## config.mk

```make
export PLATFORM = sky130hd
export DESIGN_NAME = pc_sequencer
export DESIGN_NICKNAME = d
export VERILOG_FILES = /design/src/rtl/pcseq_pkg.sv /design/src/rtl/pcseq_phase.sv /design/src/rtl/pcseq_stack.sv /design/src/rtl/pcseq_irq.sv /design/src/rtl/pc_sequencer.sv
export SDC_FILE = /design/constraint.sdc
export NUM_CORES = 1
export LEC_CHECK = 0
export BUFFER_PORTS_ARGS = -buffer_cell sky130_fd_sc_hd__buf_2
export CAP_MARGIN = 10
export CORE_MARGIN = 2
export CORE_UTILIZATION = 40
export DETAILED_ROUTE_END_ITERATION = 10
export GPL_TIMING_DRIVEN = 0
export HOLD_SLACK_MARGIN = 0.06
export PLACE_DENSITY = 0.7
export SKIP_CTS_REPAIR_TIMING = 1
export SLEW_MARGIN = 10
export SYNTH_ARGS = -nofsm -noshare
export SYNTH_HDL_FRONTEND = slang
export SYNTH_SLANG_ARGS = --single-unit
```

## constraint.sdc

```tcl
create_clock -name clk -period 7.15 [get_ports clk]
set_input_delay 0.3575 -clock clk [delete_from_list [all_inputs] [get_ports clk]]
set_output_delay 0.3575 -clock clk [all_outputs]
set_load 0.02 [all_outputs]
```

## src/rtl/pcseq_pkg.sv

```systemverilog
`timescale 1ns/1ps
// Shared types for the program-counter sequencer.
// Assumes: one address source is chosen per instruction-cycle boundary.
package pcseq_pkg;
    typedef enum logic [2:0] {
        SRC_INC,
        SRC_SKIP,
        SRC_PCL,
        SRC_JMP,
        SRC_CALL,
        SRC_RET,
        SRC_EXT,
        SRC_TMR
    } src_e;
endpackage

```

## src/rtl/pcseq_phase.sv

```systemverilog
`timescale 1ns/1ps
// Phase generator: divides the system clock into PHASES one-hot phases.
// Assumes: the last phase marks the instruction-cycle boundary edge.
module pcseq_phase #(
    parameter int PHASES = 4
) (
    input  logic              clk,
    input  logic              rst_n,
    output logic [PHASES-1:0] phase,
    output logic              last
);
    localparam int CW = (PHASES > 1) ? $clog2(PHASES) : 1;

    logic [CW-1:0] cnt_q;

    // Purpose: wrap the phase counter at the end of each instruction cycle.
    always_ff @(posedge clk) begin
        if (!rst_n)                          cnt_q <= '0;
        else if (cnt_q == CW'(PHASES - 1))   cnt_q <= '0;
        else                                 cnt_q <= cnt_q + 1'b1;
    end

    for (genvar i = 0; i < PHASES; i++) begin : g_dec
        assign phase[i] = (cnt_q == CW'(i));
    end

    assign last = phase[PHASES-1];

    AST_PHASE_ONEHOT: assert property (@(posedge clk) disable iff (!rst_n)
        $countones(phase) == 1);
    AST_PHASE_WRAP: assert property (@(posedge clk) disable iff (!rst_n)
        phase[PHASES-1] |=> phase[0]);
endmodule

```

## src/rtl/pcseq_stack.sv

```systemverilog
`timescale 1ns/1ps
// Return-address stack: a push shifts the entries down and a pop shifts them up.
// Assumes: push and pop are never requested together; an overflow drops the oldest
// entry, and an underflow keeps returning the bottom entry.
module pcseq_stack #(
    parameter int W     = 10,
    parameter int DEPTH = 2
) (
    input  logic         clk,
    input  logic         rst_n,
    input  logic         push,
    input  logic         pop,
    input  logic [W-1:0] din,
    output logic [W-1:0] top
);
    logic [W-1:0] ent_q [DEPTH];

    // Purpose: shift the entries on push or pop.
    always_ff @(posedge clk) begin
        if (!rst_n) begin
            for (int k = 0; k < DEPTH; k++) ent_q[k] <= '0;
        end else if (push) begin
            ent_q[0] <= din;
            for (int k = 1; k < DEPTH; k++) ent_q[k] <= ent_q[k-1];
        end else if (pop) begin
            for (int k = 0; k < DEPTH - 1; k++) ent_q[k] <= ent_q[k+1];
        end
    end

    assign top = ent_q[0];

    AST_PUSH_TOP: assert property (@(posedge clk) disable iff (!rst_n)
        push |=> top == $past(din));
    AST_NO_PUSH_POP: assert property (@(posedge clk) disable iff (!rst_n)
        !(push && pop));
endmodule

```

## src/rtl/pcseq_irq.sv

```systemverilog
`timescale 1ns/1ps
// Interrupt latch: detects a falling edge on the external pin and catches timer
// pulses; each request stays pending until its acknowledge.
// Assumes: a new event that arrives on the acknowledge edge stays pending.
module pcseq_irq (
    input  logic clk,
    input  logic rst_n,
    input  logic ext_n,
    input  logic tmr_ovf,
    input  logic ack_ext,
    input  logic ack_tmr,
    output logic ext_pend,
    output logic tmr_pend
);
    logic ext_q;
    logic fall;

    assign fall = ext_q & ~ext_n;

    // Purpose: track the pin level and hold the pending flags.
    always_ff @(posedge clk) begin
        if (!rst_n) begin
            ext_q    <= 1'b1;
            ext_pend <= 1'b0;
            tmr_pend <= 1'b0;
        end else begin
            ext_q    <= ext_n;
            ext_pend <= (ext_pend & ~ack_ext) | fall;
            tmr_pend <= (tmr_pend & ~ack_tmr) | tmr_ovf;
        end
    end

    AST_EXT_LATCH: assert property (@(posedge clk) disable iff (!rst_n)
        fall |=> ext_pend);
    AST_TMR_LATCH: assert property (@(posedge clk) disable iff (!rst_n)
        tmr_ovf |=> tmr_pend);
endmodule

```

## src/rtl/pc_sequencer.sv

```systemverilog
`timescale 1ns/1ps
// Program-counter sequencer: selects the next fetch address at each
// instruction-cycle boundary and flags the dummy cycle after a transfer.
// Assumes: PC_W > 8; the decoder holds its requests for a whole instruction cycle.
module pc_sequencer
    import pcseq_pkg::*;
#(
    parameter int              PC_W    = 10,
    parameter int              DEPTH   = 2,
    parameter logic [PC_W-1:0] VEC_EXT = PC_W'(4),
    parameter logic [PC_W-1:0] VEC_TMR = PC_W'(8)
) (
    input  logic            clk,
    input  logic            rst_n,
    input  logic            op_skip,
    input  logic            op_pcl_wr,
    input  logic [7:0]      pcl_data,
    input  logic            op_jump,
    input  logic            op_call,
    input  logic            op_ret,
    input  logic [PC_W-1:0] target,
    input  logic            ext_int_n,
    input  logic            tmr_ovf,
    output logic [PC_W-1:0] rom_addr,
    output logic [3:0]      phase,
    output logic            flush
);
    localparam int NPH = 4;

    logic            boundary;
    logic            ext_pend, tmr_pend;
    logic            push, pop;
    logic [PC_W-1:0] stk_top;
    logic [PC_W-1:0] pc_q, pc_inc, pc_nxt;
    logic            flush_q;
    src_e            src;

    pcseq_phase #(.PHASES(NPH)) i_phase (
        .clk(clk), .rst_n(rst_n), .phase(phase), .last(boundary)
    );

    pcseq_irq i_irq (
        .clk(clk), .rst_n(rst_n), .ext_n(ext_int_n), .tmr_ovf(tmr_ovf),
        .ack_ext(boundary && src == SRC_EXT),
        .ack_tmr(boundary && src == SRC_TMR),
        .ext_pend(ext_pend), .tmr_pend(tmr_pend)
    );

    pcseq_stack #(.W(PC_W), .DEPTH(DEPTH)) i_stack (
        .clk(clk), .rst_n(rst_n), .push(push), .pop(pop),
        .din(pc_q), .top(stk_top)
    );

    assign pc_inc = pc_q + PC_W'(1);

    // Purpose: choose the address source; interrupts first, dummy cycles ignore requests.
    always_comb begin
        if (ext_pend)       src = SRC_EXT;
        else if (tmr_pend)  src = SRC_TMR;
        else if (flush_q)   src = SRC_INC;
        else if (op_ret)    src = SRC_RET;
        else if (op_call)   src = SRC_CALL;
        else if (op_jump)   src = SRC_JMP;
        else if (op_pcl_wr) src = SRC_PCL;
        else if (op_skip)   src = SRC_SKIP;
        else                src = SRC_INC;
    end

    // Purpose: form the next fetch address for the chosen source.
    always_comb begin
        case (src)
            SRC_EXT:           pc_nxt = VEC_EXT;
            SRC_TMR:           pc_nxt = VEC_TMR;
            SRC_RET:           pc_nxt = stk_top;
            SRC_CALL, SRC_JMP: pc_nxt = target;
            SRC_PCL:           pc_nxt = {pc_q[PC_W-1:8], pcl_data};
            default:           pc_nxt = pc_inc;
        endcase
    end

    assign push = boundary && (src == SRC_CALL || src == SRC_EXT || src == SRC_TMR);
    assign pop  = boundary && (src == SRC_RET);

    // Purpose: update the address and the dummy-cycle flag at the boundary.
    always_ff @(posedge clk) begin
        if (!rst_n) begin
            pc_q    <= '0;
            flush_q <= 1'b0;
        end else if (boundary) begin
            pc_q    <= pc_nxt;
            flush_q <= (src != SRC_INC);
        end
    end

    assign rom_addr = pc_q;
    assign flush    = flush_q;

    AST_ADDR_HOLD: assert property (@(posedge clk) disable iff (!rst_n)
        !boundary |=> $stable(rom_addr));
    AST_FLUSH_HOLD: assert property (@(posedge clk) disable iff (!rst_n)
        !boundary |=> $stable(flush));
    AST_IDLE_INC: assert property (@(posedge clk) disable iff (!rst_n)
        boundary && !ext_pend && !tmr_pend && !flush && !op_ret && !op_call
        && !op_jump && !op_pcl_wr && !op_skip
        |=> rom_addr == PC_W'($past(rom_addr) + 1'b1) && !flush);
    AST_DUMMY_IGNORE: assert property (@(posedge clk) disable iff (!rst_n)
        boundary && flush && !ext_pend && !tmr_pend
        |=> rom_addr == PC_W'($past(rom_addr) + 1'b1) && !flush);
    AST_EXT_VECTOR: assert property (@(posedge clk) disable iff (!rst_n)
        boundary && ext_pend |=> rom_addr == VEC_EXT && flush);
    AST_TMR_VECTOR: assert property (@(posedge clk) disable iff (!rst_n)
        boundary && tmr_pend && !ext_pend |=> rom_addr == VEC_TMR && flush);
endmodule

```

==> reports/results.tsv <==
stage	metric	value	unit
global_routing	grtUsageMet2	34.6	%
worst_setup_path	crit_fanout	10	
cells_and_area	n_fill_cell	509	
global_routing	antenna_found_initial	0	
floorplanning	die_x	75.7	µm
synthesis	seq_area_frac_synth	44.8	%
sta	hold_ws	0.264	ns
worst_setup_path	cp.arrival	2.72	ns
sta	period_needed	2.72	ns
cells_and_area	seqCellArea	921	µm²
placed_design	portBuffers	41	
synthesis	yosys.area.top_type_share	29.2	%
sta	grt_setup_unrepaired	false	
synthesis	synth_cells	222	
synthesis	async_flop_share	0	%
placed_design	gp_congestion	0.879	
sta	timing.slew.headroom	55.1	%
synthesis	syn_area_per_cell	9.25	µm²
cells_and_area	layout-drive-gt1-share	24.3	%
cells_and_area	final_cell_mix	buf_2 (42), nand2_1 (33), a21oi_1 (24)	
global_routing	gr-max-usage-layer	met2	
synthesis	yosys_warnings	0	
route	drtIter0Drc	200	
floorplanning	fp.dieH	75.7	µm
route	vias	1889	
cells_and_area	post-route-util	48.8	%
run	cap_violations	0	
clocking	max-clock-path-buffers	2	
route	wire_per_inst	16.2	µm
cells_and_area	multi_input_area	0.00103	mm²
clocking	cts-root-buf	clkbuf_8	
global_routing	grtUsageMet1	27.8	%
clocking	clk_latency	0.29	ns
clocking	cts_num_sinks	36	
sta	slew_violations	0	
sta	setup_viol	0	
route	routed_via_density	5.52	
synthesis	synth_seq_cells	36	
worst_setup_path	worstPathRequired	7.15	ns
route	drcViolationCount	0	
global_routing	grt_max_degree	12	
worst_setup_path	timing_worst_setup_path_type	reg -> reg	
worst_setup_path	worst_path_largest_cell_delay	0.47	ns
sta	finalCritPeriodShare	38.0	%
floorplanning	dieArea	0.00573	mm²
synthesis	synth_largest_area_cell	edfxtp_1	
global_routing	gr-usage-all-layers	21.0	%
route	drtPass1Iterations	5	
global_routing	use_met3	3.57	%
worst_hold_path	holdCritPathClass	in -> reg	
synthesis	netlist_top_cells_area	edfxtp_1 (29%), dfxtp_1 (16%), nand2_1 (6.0%)	
route	finalWirelength	5530	µm
floorplanning	start_util	40.7	%
sta	clock_skew	0.00913	ns
placed_design	hpwl	4040	µm
synthesis	syn_area	0.00205	mm²
floorplanning	core	0.00504	mm²
worst_setup_path	critPathSlowestCell	o21ai_1	
power	p_leak	0.939	nW
synthesis	synth-main-ff-cell	edfxtp_1	
sta	finalHoldViolations	0	
global_routing	grt_pass1_wl	8670	µm
worst_setup_path	worst_setup_path_end_kind	flop	
synthesis	synth_cell_types	47	
synthesis	syn-num-nets	254	
clocking	clkTransAtPathRegs	0.08	ns
clocking	h-tree-depth	2	
worst_setup_path	worstPathCellList	or3_4 -> o21ai_2 -> nor2_2 -> buf_2 -> o21ai_1 -> buf_4	
route	postRouteAntennaNets	0	
power	ir_worst_vdd	0.111	mV
floorplanning	top_level_ports	42	
cells_and_area	final_common_cell	buf_2	
cells_and_area	syn2layout_area_growth	19.9	%
power	finalPower	0.522	mW
floorplanning	rows	26	
synthesis	synth_edf_count	20	
sta	fin_setup_tns	0	ns
global_routing	grt_pass1_vias	1776	
worst_setup_path	cp-start-kind	flop	
power	power_density	212	mW/mm²
clocking	cts_buffers	5	
clocking	tritoncts	built	
sta	worst-slew-pin-transition	0.671	ns
status	outcome	complete, no violations	
sta	fmax	368	MHz
cells_and_area	antennaDiodeCount	0	
cells_and_area	finalNetCount	303	
global_routing	grt-ovfl-total	0	
[logic make-up (layout without fill, tap and decap cells)]
family                   after synthesis  count (layout)  synth area share (%)
multiplexers                           1               1                 0.487
adder cells (fa/ha/maj)                5               5                  3.05
AO/OA/AOI/OAI                         73              73                  25.5
buffers and inverters                 21              71                  4.99
flip-flops                            36              36                  44.8
AND/OR/NAND/NOR                       86              86                  21.2
[flip-flops by register name (all words and copies together), names as in the netlist]
| signal | count |
|---|---|
| i_irq.tmr_pend | 1 |
| rom_addr | 10 |
| i_stack.ent_q | 20 |
| flush | 1 |
| i_irq.ext_pend | 1 |
| i_irq.ext_q | 1 |
| i_phase.cnt_q | 2 |
[cell usage after synthesis (3+ instances only)]
cell       n
a211o_1    4
a21oi_1   24
a221oi_1   7
and2_1    10
clkbuf_1   6
dfxtp_1   16
edfxtp_1  20
ha_1       5
inv_1     10
nand2_1   33
nand2b_1   3
nand3_1    9
nor2_1     8
nor3_1     7
o21a_1     3
o21ai_0   14
[power by group]
group | switching, mW | internal, mW
Clock | 0.0755 | 0.104
Combinational | 0.0619 | 0.0364
Sequential | 0.0131 | 0.232
[path summary, 6_finish.rpt]
path,startpoint,to,slack [ns],depth (start not counted)
hold / removal,ext_int_n,i_irq.ext_q$_SDFF_PN1_,0.26,2
setup reg to reg,flush$_SDFFE_PN0P_,i_stack.ent_q[1][1]$_SDFFCE_PP0P_,4.43,6
hold reg to reg,i_irq.ext_q$_SDFF_PN1_,i_irq.ext_pend$_SDFF_PN0_,0.47,2
setup / recovery,flush$_SDFFE_PN0P_,i_stack.ent_q[1][1]$_SDFFCE_PP0P_,4.43,6
[through the flow]
step	worst slack [ns]	area, µm²	std cells
after global placement	3.74	2350	333
after floorplan	4.55	2050	222
after detailed placement	4.44	2350	334
final	4.43	2460	342
after global routing	4.25	2460	342
after CTS	4.43	2460	342
[critical path, delay by kind of cell (launching register included)]
family / cells / cell delay (ns)
DFF: 1 / 0.42
buffers and inverters: 2 / 0.51
AOI/OAI and AO/OA: 2 / 0.86
and+or+nand+nor: 2 / 0.62
[metal layers]
layer / vias up / part of all wire (%)
met3: 13 / 6.5
met2: 66 / 49
met4: 0 / 1.9
li1: 921 / -
met1: 889 / 43
met5: - / 0
[area by class of cell]
| cell class | instances | area share [%] |
|---|---|---|
| sequential | 36 | 37.4 |
| timing repair buffer | 42 | 8.64 |
| tap | 70 | 3.56 |
| inverter | 10 | 1.52 |
| clock buffer | 6 | 2.95 |
| multi-input combinational | 165 | 41.9 |
| buffer | 11 | 2.64 |
| clock inverter | 2 | 1.42 |
No activity file was read; power rests on OpenSTA's default activity.
